## config.mk

```make
export PLATFORM = sky130hd
export DESIGN_NAME = tx_ready_irq
export DESIGN_NICKNAME = d
export VERILOG_FILES = /design/src/rtl/txr_pkg.sv /design/src/rtl/txr_event_detect.sv /design/src/rtl/txr_req_latch.sv /design/src/rtl/tx_ready_irq.sv
export SDC_FILE = /design/constraint.sdc
export NUM_CORES = 1
export LEC_CHECK = 0
export BUFFER_PORTS_ARGS = -buffer_cell sky130_fd_sc_hd__buf_2
export CORE_AREA = 2 2 39 41
export DETAILED_ROUTE_END_ITERATION = 8
export DIE_AREA = 0 0 41 43
export GPL_TIMING_DRIVEN = 0
export PLACE_DENSITY = 0.57
export SYNTH_ARGS = -nofsm -noshare
export SYNTH_HDL_FRONTEND = slang
export SYNTH_SLANG_ARGS = --single-unit
```

## constraint.sdc

```tcl
create_clock -name clk -period 2.18 [get_ports clk]
set_input_delay 0.109 -clock clk [delete_from_list [all_inputs] [get_ports clk]]
set_output_delay 0.109 -clock clk [all_outputs]
set_load 0.01 [all_outputs]
```

## src/rtl/txr_pkg.sv

```systemverilog
package txr_pkg;
  // Conditions whose rising edges produce transmit-ready events
  typedef struct packed {
    logic below;   // fill level under the trigger
    logic drained; // FIFO empty (and shifter idle under RS-485 control)
    logic hold_mt; // holding register empty (single-register mode)
  } txr_cond_t;
endpackage

```

## src/rtl/txr_event_detect.sv

```systemverilog
module txr_event_detect
  import txr_pkg::*;
#(
  parameter int CNT_W = 7
) (
  input  logic             clk,
  input  logic             rst,
  input  logic             fifo_mode,
  input  logic             rs485_auto,
  input  logic             shift_busy,
  input  logic [CNT_W-1:0] fifo_level,
  input  logic [CNT_W-1:0] trig_level,
  output logic             evt_o
);
  txr_cond_t cond_d, cond_q;
  logic      lvl_zero;

  always_comb begin
    lvl_zero       = (fifo_level == '0);
    cond_d.below   = (fifo_level < trig_level);
    cond_d.drained = lvl_zero && !(rs485_auto && shift_busy);
    cond_d.hold_mt = lvl_zero;
  end

  // History resets to all-false: a condition true at reset exit is an event
  always_ff @(posedge clk) begin
    if (rst) cond_q <= '0;
    else     cond_q <= cond_d;
  end

  always_comb begin
    if (fifo_mode)
      evt_o = (cond_d.below && !cond_q.below) || (cond_d.drained && !cond_q.drained);
    else
      evt_o = cond_d.hold_mt && !cond_q.hold_mt;
  end


  no_retrigger_chk: assert property (@(posedge clk) disable iff (rst)
    (!$past(rst) && $stable(fifo_level) && $stable(trig_level) && $stable(fifo_mode)
     && $stable(rs485_auto) && $stable(shift_busy)) |-> !evt_o);


  rs485_hold_chk: assert property (@(posedge clk) disable iff (rst)
    (fifo_mode && rs485_auto && shift_busy && evt_o) |-> (fifo_level < trig_level));
endmodule

```

## src/rtl/txr_req_latch.sv

```systemverilog
module txr_req_latch (
  input  logic clk,
  input  logic rst,
  input  logic evt_i,
  input  logic clr_i,
  input  logic en_i,
  output logic irq_o
);
  logic pend_q, pend_d;

  always_comb begin
    if (evt_i)      pend_d = 1'b1;   // new event beats a simultaneous clear
    else if (clr_i) pend_d = 1'b0;
    else            pend_d = pend_q;
  end

  always_ff @(posedge clk) begin
    if (rst) begin
      pend_q <= 1'b0;
      irq_o  <= 1'b0;
    end else begin
      pend_q <= pend_d;
      irq_o  <= pend_d && en_i;
    end
  end


  en_gate_chk: assert property (@(posedge clk) disable iff (rst)
    !en_i |=> !irq_o);


  clear_chk: assert property (@(posedge clk) disable iff (rst)
    (clr_i && !evt_i) |=> !irq_o);


  event_wins_chk: assert property (@(posedge clk) disable iff (rst)
    (evt_i && en_i) |=> irq_o);
endmodule

```

## src/rtl/tx_ready_irq.sv

```systemverilog
module tx_ready_irq #(
  parameter int DEPTH = 64,
  localparam int CNT_W = $clog2(DEPTH + 1)
) (
  input  logic             clk,
  input  logic             rst,
  input  logic             fifo_mode,
  input  logic             rs485_auto,
  input  logic             shift_busy,
  input  logic [CNT_W-1:0] fifo_level,
  input  logic [CNT_W-1:0] trig_level,
  input  logic             irq_en,
  input  logic             thr_wr,
  input  logic             isr_rd,
  output logic             txrdy_irq
);
  logic evt;
  logic clr;

  assign clr = thr_wr || isr_rd;

  txr_event_detect #(.CNT_W(CNT_W)) det_i (
    .clk        (clk),
    .rst        (rst),
    .fifo_mode  (fifo_mode),
    .rs485_auto (rs485_auto && fifo_mode),
    .shift_busy (shift_busy),
    .fifo_level (fifo_level),
    .trig_level (trig_level),
    .evt_o      (evt)
  );

  txr_req_latch lat_i (
    .clk   (clk),
    .rst   (rst),
    .evt_i (evt),
    .clr_i (clr),
    .en_i  (irq_en),
    .irq_o (txrdy_irq)
  );


  reset_quiet_chk: assert property (@(posedge clk) rst |=> !txrdy_irq);
endmodule

```

======== Yosys cells after proc, flatten, opt, wreduce, memory -nomap -nowiden ========
Index checks and enable logic that the tools add are counted.
word-level totals
  input port bits ......................... 22
  bits in registers ....................... 5
  word-level logic and storage cells ...... 23
  output and inout bits ................... 1
cells by class
  mux-type cells .......................... 3
  reductions and logical operators ........ 14
  order comparisons ....................... 1
operators by type and width
  kind                number
  logical AND 1 bit   7
  logical NOT 7 bit   1
  < comparator 7 bit  1
  logical NOT 1 bit   4
  two-way mux 1 bit   3
  logical OR 1 bit    2

======== Longest topological paths before layout ========
  depth after elaboration ................. 9
  gate-level depth with buffers ........... 6
  gate-level depth less buffers ........... 6

======== Hierarchy ========
A second synthesis with hierarchy kept.
second synthesis, totals
  cells, all modules ...................... 44
  area, all modules ....................... 360.3 um^2
by module, submodules not included
  module            sequential area each (um^2)  instances  area an instance (um^2)  cells an instance
  txr_event_detect  60.1                         1          274.0                    35
  txr_req_latch     40.0                         1          73.8                     7
  tx_ready_irq      0.0                          1          12.5                     2

======== Worst setup path after synthesis ========
Ideal clock, no wire load.
  path kind ............................... input to register
  start ................................... input port trig_level[2]
  end ..................................... register lat_i.pend_q
  slack ................................... 1.123 ns
  stages on the path ...................... 6
  required time ........................... 2.104 ns
  setup time .............................. 0.076 ns
  arrival time ............................ 0.980 ns
  path buffers ............................ 0
  cell sequence ........................... inv_1 ha_1 a21o_1 a31oi_1 o221ai_1 o22ai_1
between the ends
  longest elaborated chain between the ends .. 5
RTL lines
  element               RTL line                text
  start, declared       tx_ready_irq.sv:11      input logic [CNT_W-1:0] trig_level,
  < comparator 7 bit    txr_event_detect.sv:20  cond_d.below = (fifo_level < trig_level);
  logical AND 1 bit     txr_event_detect.sv:33  evt_o = (cond_d.below && !cond_q.below) || (cond_d.drained && !cond_q.drained);
  logical OR 1 bit      txr_event_detect.sv:33
  two-way mux 1 bit     txr_event_detect.sv:32  if (fifo_mode)
  two-way mux 1 bit     txr_req_latch.sv:12     if (evt_i) pend_d = 1'b1;
  end signal, assigned  txr_req_latch.sv:22     pend_q <= pend_d;
  end, declared         txr_req_latch.sv:9      logic pend_q, pend_d;
Every way passes these cells.
A chain may end at the register's enable or synchronous reset.

======== Worst setup path in the final report ========
  start ................................... register det_i.cond_q[2] in the netlist's numbering
  end ..................................... register lat_i.irq_o
between the ends
  longest elaborated chain between the ends .. 6
RTL lines
  element                 RTL line                text
  start, declared         txr_event_detect.sv:15  txr_cond_t cond_d, cond_q;
  start signal, assigned  txr_event_detect.sv:28  else cond_q <= cond_d;
  logical NOT 1 bit       txr_event_detect.sv:33
  logical AND 1 bit       txr_event_detect.sv:33
  logical OR 1 bit        txr_event_detect.sv:33
  two-way mux 1 bit       txr_event_detect.sv:32
  two-way mux 1 bit       txr_req_latch.sv:12
  logical AND 1 bit       txr_req_latch.sv:23     irq_o <= pend_d && en_i;
  end signal, assigned    txr_req_latch.sv:23
  end, declared           txr_req_latch.sv:7      output logic irq_o
Every way passes these cells.

==> implementation parameters <==
Parameter                              Value

Logic synthesis
  Sequential-to-total area share from yosys stat ... 28.17%
  Dominant cells by area after synthesis ... sky130_fd_sc_hd__dfxtp_1 28%, sky130_fd_sc_hd__ha_1 21%, sky130_fd_sc_hd__inv_1 7.4%
  Area fraction in compound gates after synthesis ... 23.24%
  Most frequent cell after synthesis ... sky130_fd_sc_hd__inv_1
  Net Count, Synth ... 69
  Share of synthesized cell area in full adder, half adder and majority cells ... 21.13%
  Share of the synthesized netlist area taken by xor and xnor gates ... 0%
  Netlist area before placement ... 355.3 sq um
  Most instantiated cells after synthesis ... 7 x sky130_fd_sc_hd__inv_1, 6 x sky130_fd_sc_hd__ha_1, 5 x sky130_fd_sc_hd__dfxtp_1
  Area share of and/or/nand/nor cells after synthesis ... 20.07%
  #FFs+latches synth ... 5
  Number of synthesized flops with an enable pin ... 0
  Synthesis warning total ... 0
  Most area-hungry cell type in the Yosys netlist ... sky130_fd_sc_hd__dfxtp_1
  Average cell area after synthesis ... 8.667 sq um
  Main combinational cell family by area after synthesis ... compound AO/OA/AOI/OAI gates
  Number of distinct library cells after synthesis ... 19
  Mux cell area share after synthesis ... 0%
  Area share of the largest cell type after synthesis ... 28.17%
  Ys async rst share ... 0%
  Top flip-flop cell by instance count after synthesis ... sky130_fd_sc_hd__dfxtp_1
  Gate Count Post-Synth ... 41

Drt
  Average routed wire per standard cell ... 9.361 um
  ANT nets after route ... 0
  First drt pass iteration count ... 2
  Total DRC errors in the routed layout ... 0
  Violation count after the first detailed-routing iteration ... 1
  Vias per std cell ... 4.361
  Routed WL ... 777 um
  Via count ... 362

Floorplanning
  Area of the core region ... 1384 sq um
  Top-level port count ... 23
  Die area ... 1763 sq um
  Starting density of the core ... 25.68%
  Die width ... 41 um
  Number of placement rows ... 14
  Die span in y ... 43 um

STA
  Post-route setup slack ... 1133 ps
  Final hold violations ... 0
  Slew at the pin closest to its max-slew limit ... 348.0 ps
  Final number of setup-violating endpoints ... 0
  Number of max-slew violations in the final report ... 0
  Max_slew headroom ... 76.80%
  Setup repair after global routing missed its margin ... false
  Min Clock Period, post-route ... 1047 ps
  Hold Slack ... 91.08 ps
  Sum of negative setup slack ... 0 ps
  Final period util ... 48.03%
  Worst setup skew after layout ... 3.306 ps
  Peak Freq ... 955.1 MHz

Run status
  Result of the run ... completed

Pwr
  Total power density per cell area ... 512.1 nW/um^2
  Part of the power in the clock network ... 40.0%
  Combinational group share of total power ... 23.1%
  Cell internal power dissipation ... 0.1967 mW
  Maximum resistive drop on vdd ... 0.1662 mV
  Switching power as a share of total power ... 24.95%
  Share of power burned in registers ... 37.0%
  Switching power ... 0.06539 mW
  Overall power ... 0.2621 mW
  Total leakage power ... 0.2722 nW

Global route
  Global-route congestion overflow total ... 0
  Initial antenna violation count ... 0
  Vias in the first global route ... 327
  GRT Total Usage ... 10.03%
  Wire length of the first global-routing pass ... 1186 um
  Maximum number of pins on one net before global-route repair ... 8

Clock tree
  CTS Root Cell ... sky130_fd_sc_hd__clkbuf_4
  TritonCTS clock tree ... yes
  CTS clock-pin slew for the worst setup and hold paths ... 40 ps
  Maximum clock path buffer count ... 2
  Insertion delay to the later sink of the worst-skew pair ... 240 ps
  Number of buffers added by the clock tree synthesis step ... 3
  Post-CTS setup buffer count ... 0
  Clock sinks ... 5
  Post_cts resized ... 0
  Level count of the clock H-tree ... 1
  Number of buffers inserted by hold repair at cts ... 0

Final layout
  Final design instance area without fill ... 511.7 sq um
  Number of nets in the layout ... 96
  Util after Layout ... 36.98%
  Proportion of layout cells with a drive suffix above 1 ... 41.79%
  Syn-to-layout area delta ... 44.01%
  Number of inserted diodes ... 0
  Post-route non-filler standard cell count ... 83

Critical path
  Kind of start point of the critical path ... flop
  Data arrival time of the critical path ... 1200 ps
  Critical path data required time ... 2330 ps
  Maximum fanout along the worst path ... 2
  Largest stage delay, worst path ... 540 ps
  Crit. End Element ... flop
  Slowest cell on crit path ... sky130_fd_sc_hd__or4b_1
  Cells along the critical path ... or4b_1 > o32ai_2
  Critical path type ... flop to flop

Placed design
  Number of buffers inserted by port buffering ... 22
  Half-perimeter wire length of the detailed placement result ... 670.3 um
  Worst setup timing slack at the placement stage ... 899.9 ps
  Placed cell count ... 79
  Routability congestion estimate from global placement ... 0.6500
  Area after detailed placement ... 485.5 sq um

Hold path
  Class of the worst hold path ... primary input to flop

Job
  Max-cap violation count ... 0
[state kept, by name, indices dropped and copies added, names as in the netlist]
register / cells
det_i.cond_q: 3
lat_i.irq_o: 1
lat_i.pend_q: 1
[layer usage]
layer | wire (um) | global-route usage (%)
met1 | 364 | 11.86
met2 | 327 | 14.06
met3 | 84 | 3.141
met4 | 0 | 8.000
met5 | 0 | 0
[power by group through the flow]
stage / registers, mW / clock network, mW / logic, mW
after floorplan: 0.0988 / 0 / 0.0303
after detailed placement: 0.0985 / 0 / 0.0609
after global placement: 0.0985 / 0 / 0.0598
final: 0.0969 / 0.105 / 0.0604
after global routing: 0.0976 / 0.120 / 0.0693
after CTS: 0.0969 / 0.112 / 0.0612
[final timing paths]
check	startpoint	to	slack, ps	depth (start not counted)
setup reg to reg	det_i.cond_q[2]	lat_i.irq_o	1130	2
setup / recovery	det_i.cond_q[2]	lat_i.irq_o	1130	2
hold reg to reg	det_i.cond_q[2]	lat_i.pend_q	540	2
hold / removal	rs485_auto	det_i.cond_q[1]	90	2
[cell type report]
class / count / area, sq um
Clock buffer: 4 / 26.28
Fill cell: 154 / 872.1
Inverter: 7 / 26.28
Multi-Input combinational cell: 29 / 229.0
Sequential cell: 5 / 100.1
Tap cell: 16 / 20.02
Timing Repair Buffer: 22 / 110.1
[logic make-up after synthesis]
kind of cell,Yosys count
AOI/OAI and AO/OA,11
adders and majority gates,6
buffers and inverters,7
DFF,5
and+or+nand+nor,12
[cell usage in the layout, fill, tap and decap left out]
master / Yosys / routed
sky130_fd_sc_hd__a2bb2oi_1: 1 / 1
sky130_fd_sc_hd__a311oi_1: 1 / 1
sky130_fd_sc_hd__ha_1: 6 / 6
sky130_fd_sc_hd__clkbuf_1: 0 / 1
sky130_fd_sc_hd__nand4_1: 1 / 1
sky130_fd_sc_hd__nand2b_1: 1 / 1
sky130_fd_sc_hd__clkbuf_4: 0 / 3
sky130_fd_sc_hd__nor2_1: 4 / 4
sky130_fd_sc_hd__a31oi_1: 1 / 1
sky130_fd_sc_hd__nand2_1: 2 / 2
sky130_fd_sc_hd__or3b_2: 1 / 1
sky130_fd_sc_hd__buf_2: 0 / 22
sky130_fd_sc_hd__o221ai_1: 1 / 1
sky130_fd_sc_hd__inv_1: 7 / 7
sky130_fd_sc_hd__a21oi_1: 4 / 4
sky130_fd_sc_hd__or4b_1: 1 / 1
sky130_fd_sc_hd__nor3_1: 1 / 1
sky130_fd_sc_hd__a21o_1: 1 / 1
sky130_fd_sc_hd__o32ai_2: 1 / 1
sky130_fd_sc_hd__nor4_2: 1 / 1
sky130_fd_sc_hd__dfxtp_1: 5 / 5
sky130_fd_sc_hd__o22ai_1: 1 / 1
[critical path, delay by kind of cell (launching register included)]
| kind | cells | cell delay (ps) |
|---|---|---|
| AOI/OAI and AO/OA | 1 | 130 |
| DFF | 1 | 290 |
| and+or+nand+nor | 1 | 540 |
Note: power is estimated with default switching activity, not from simulation.
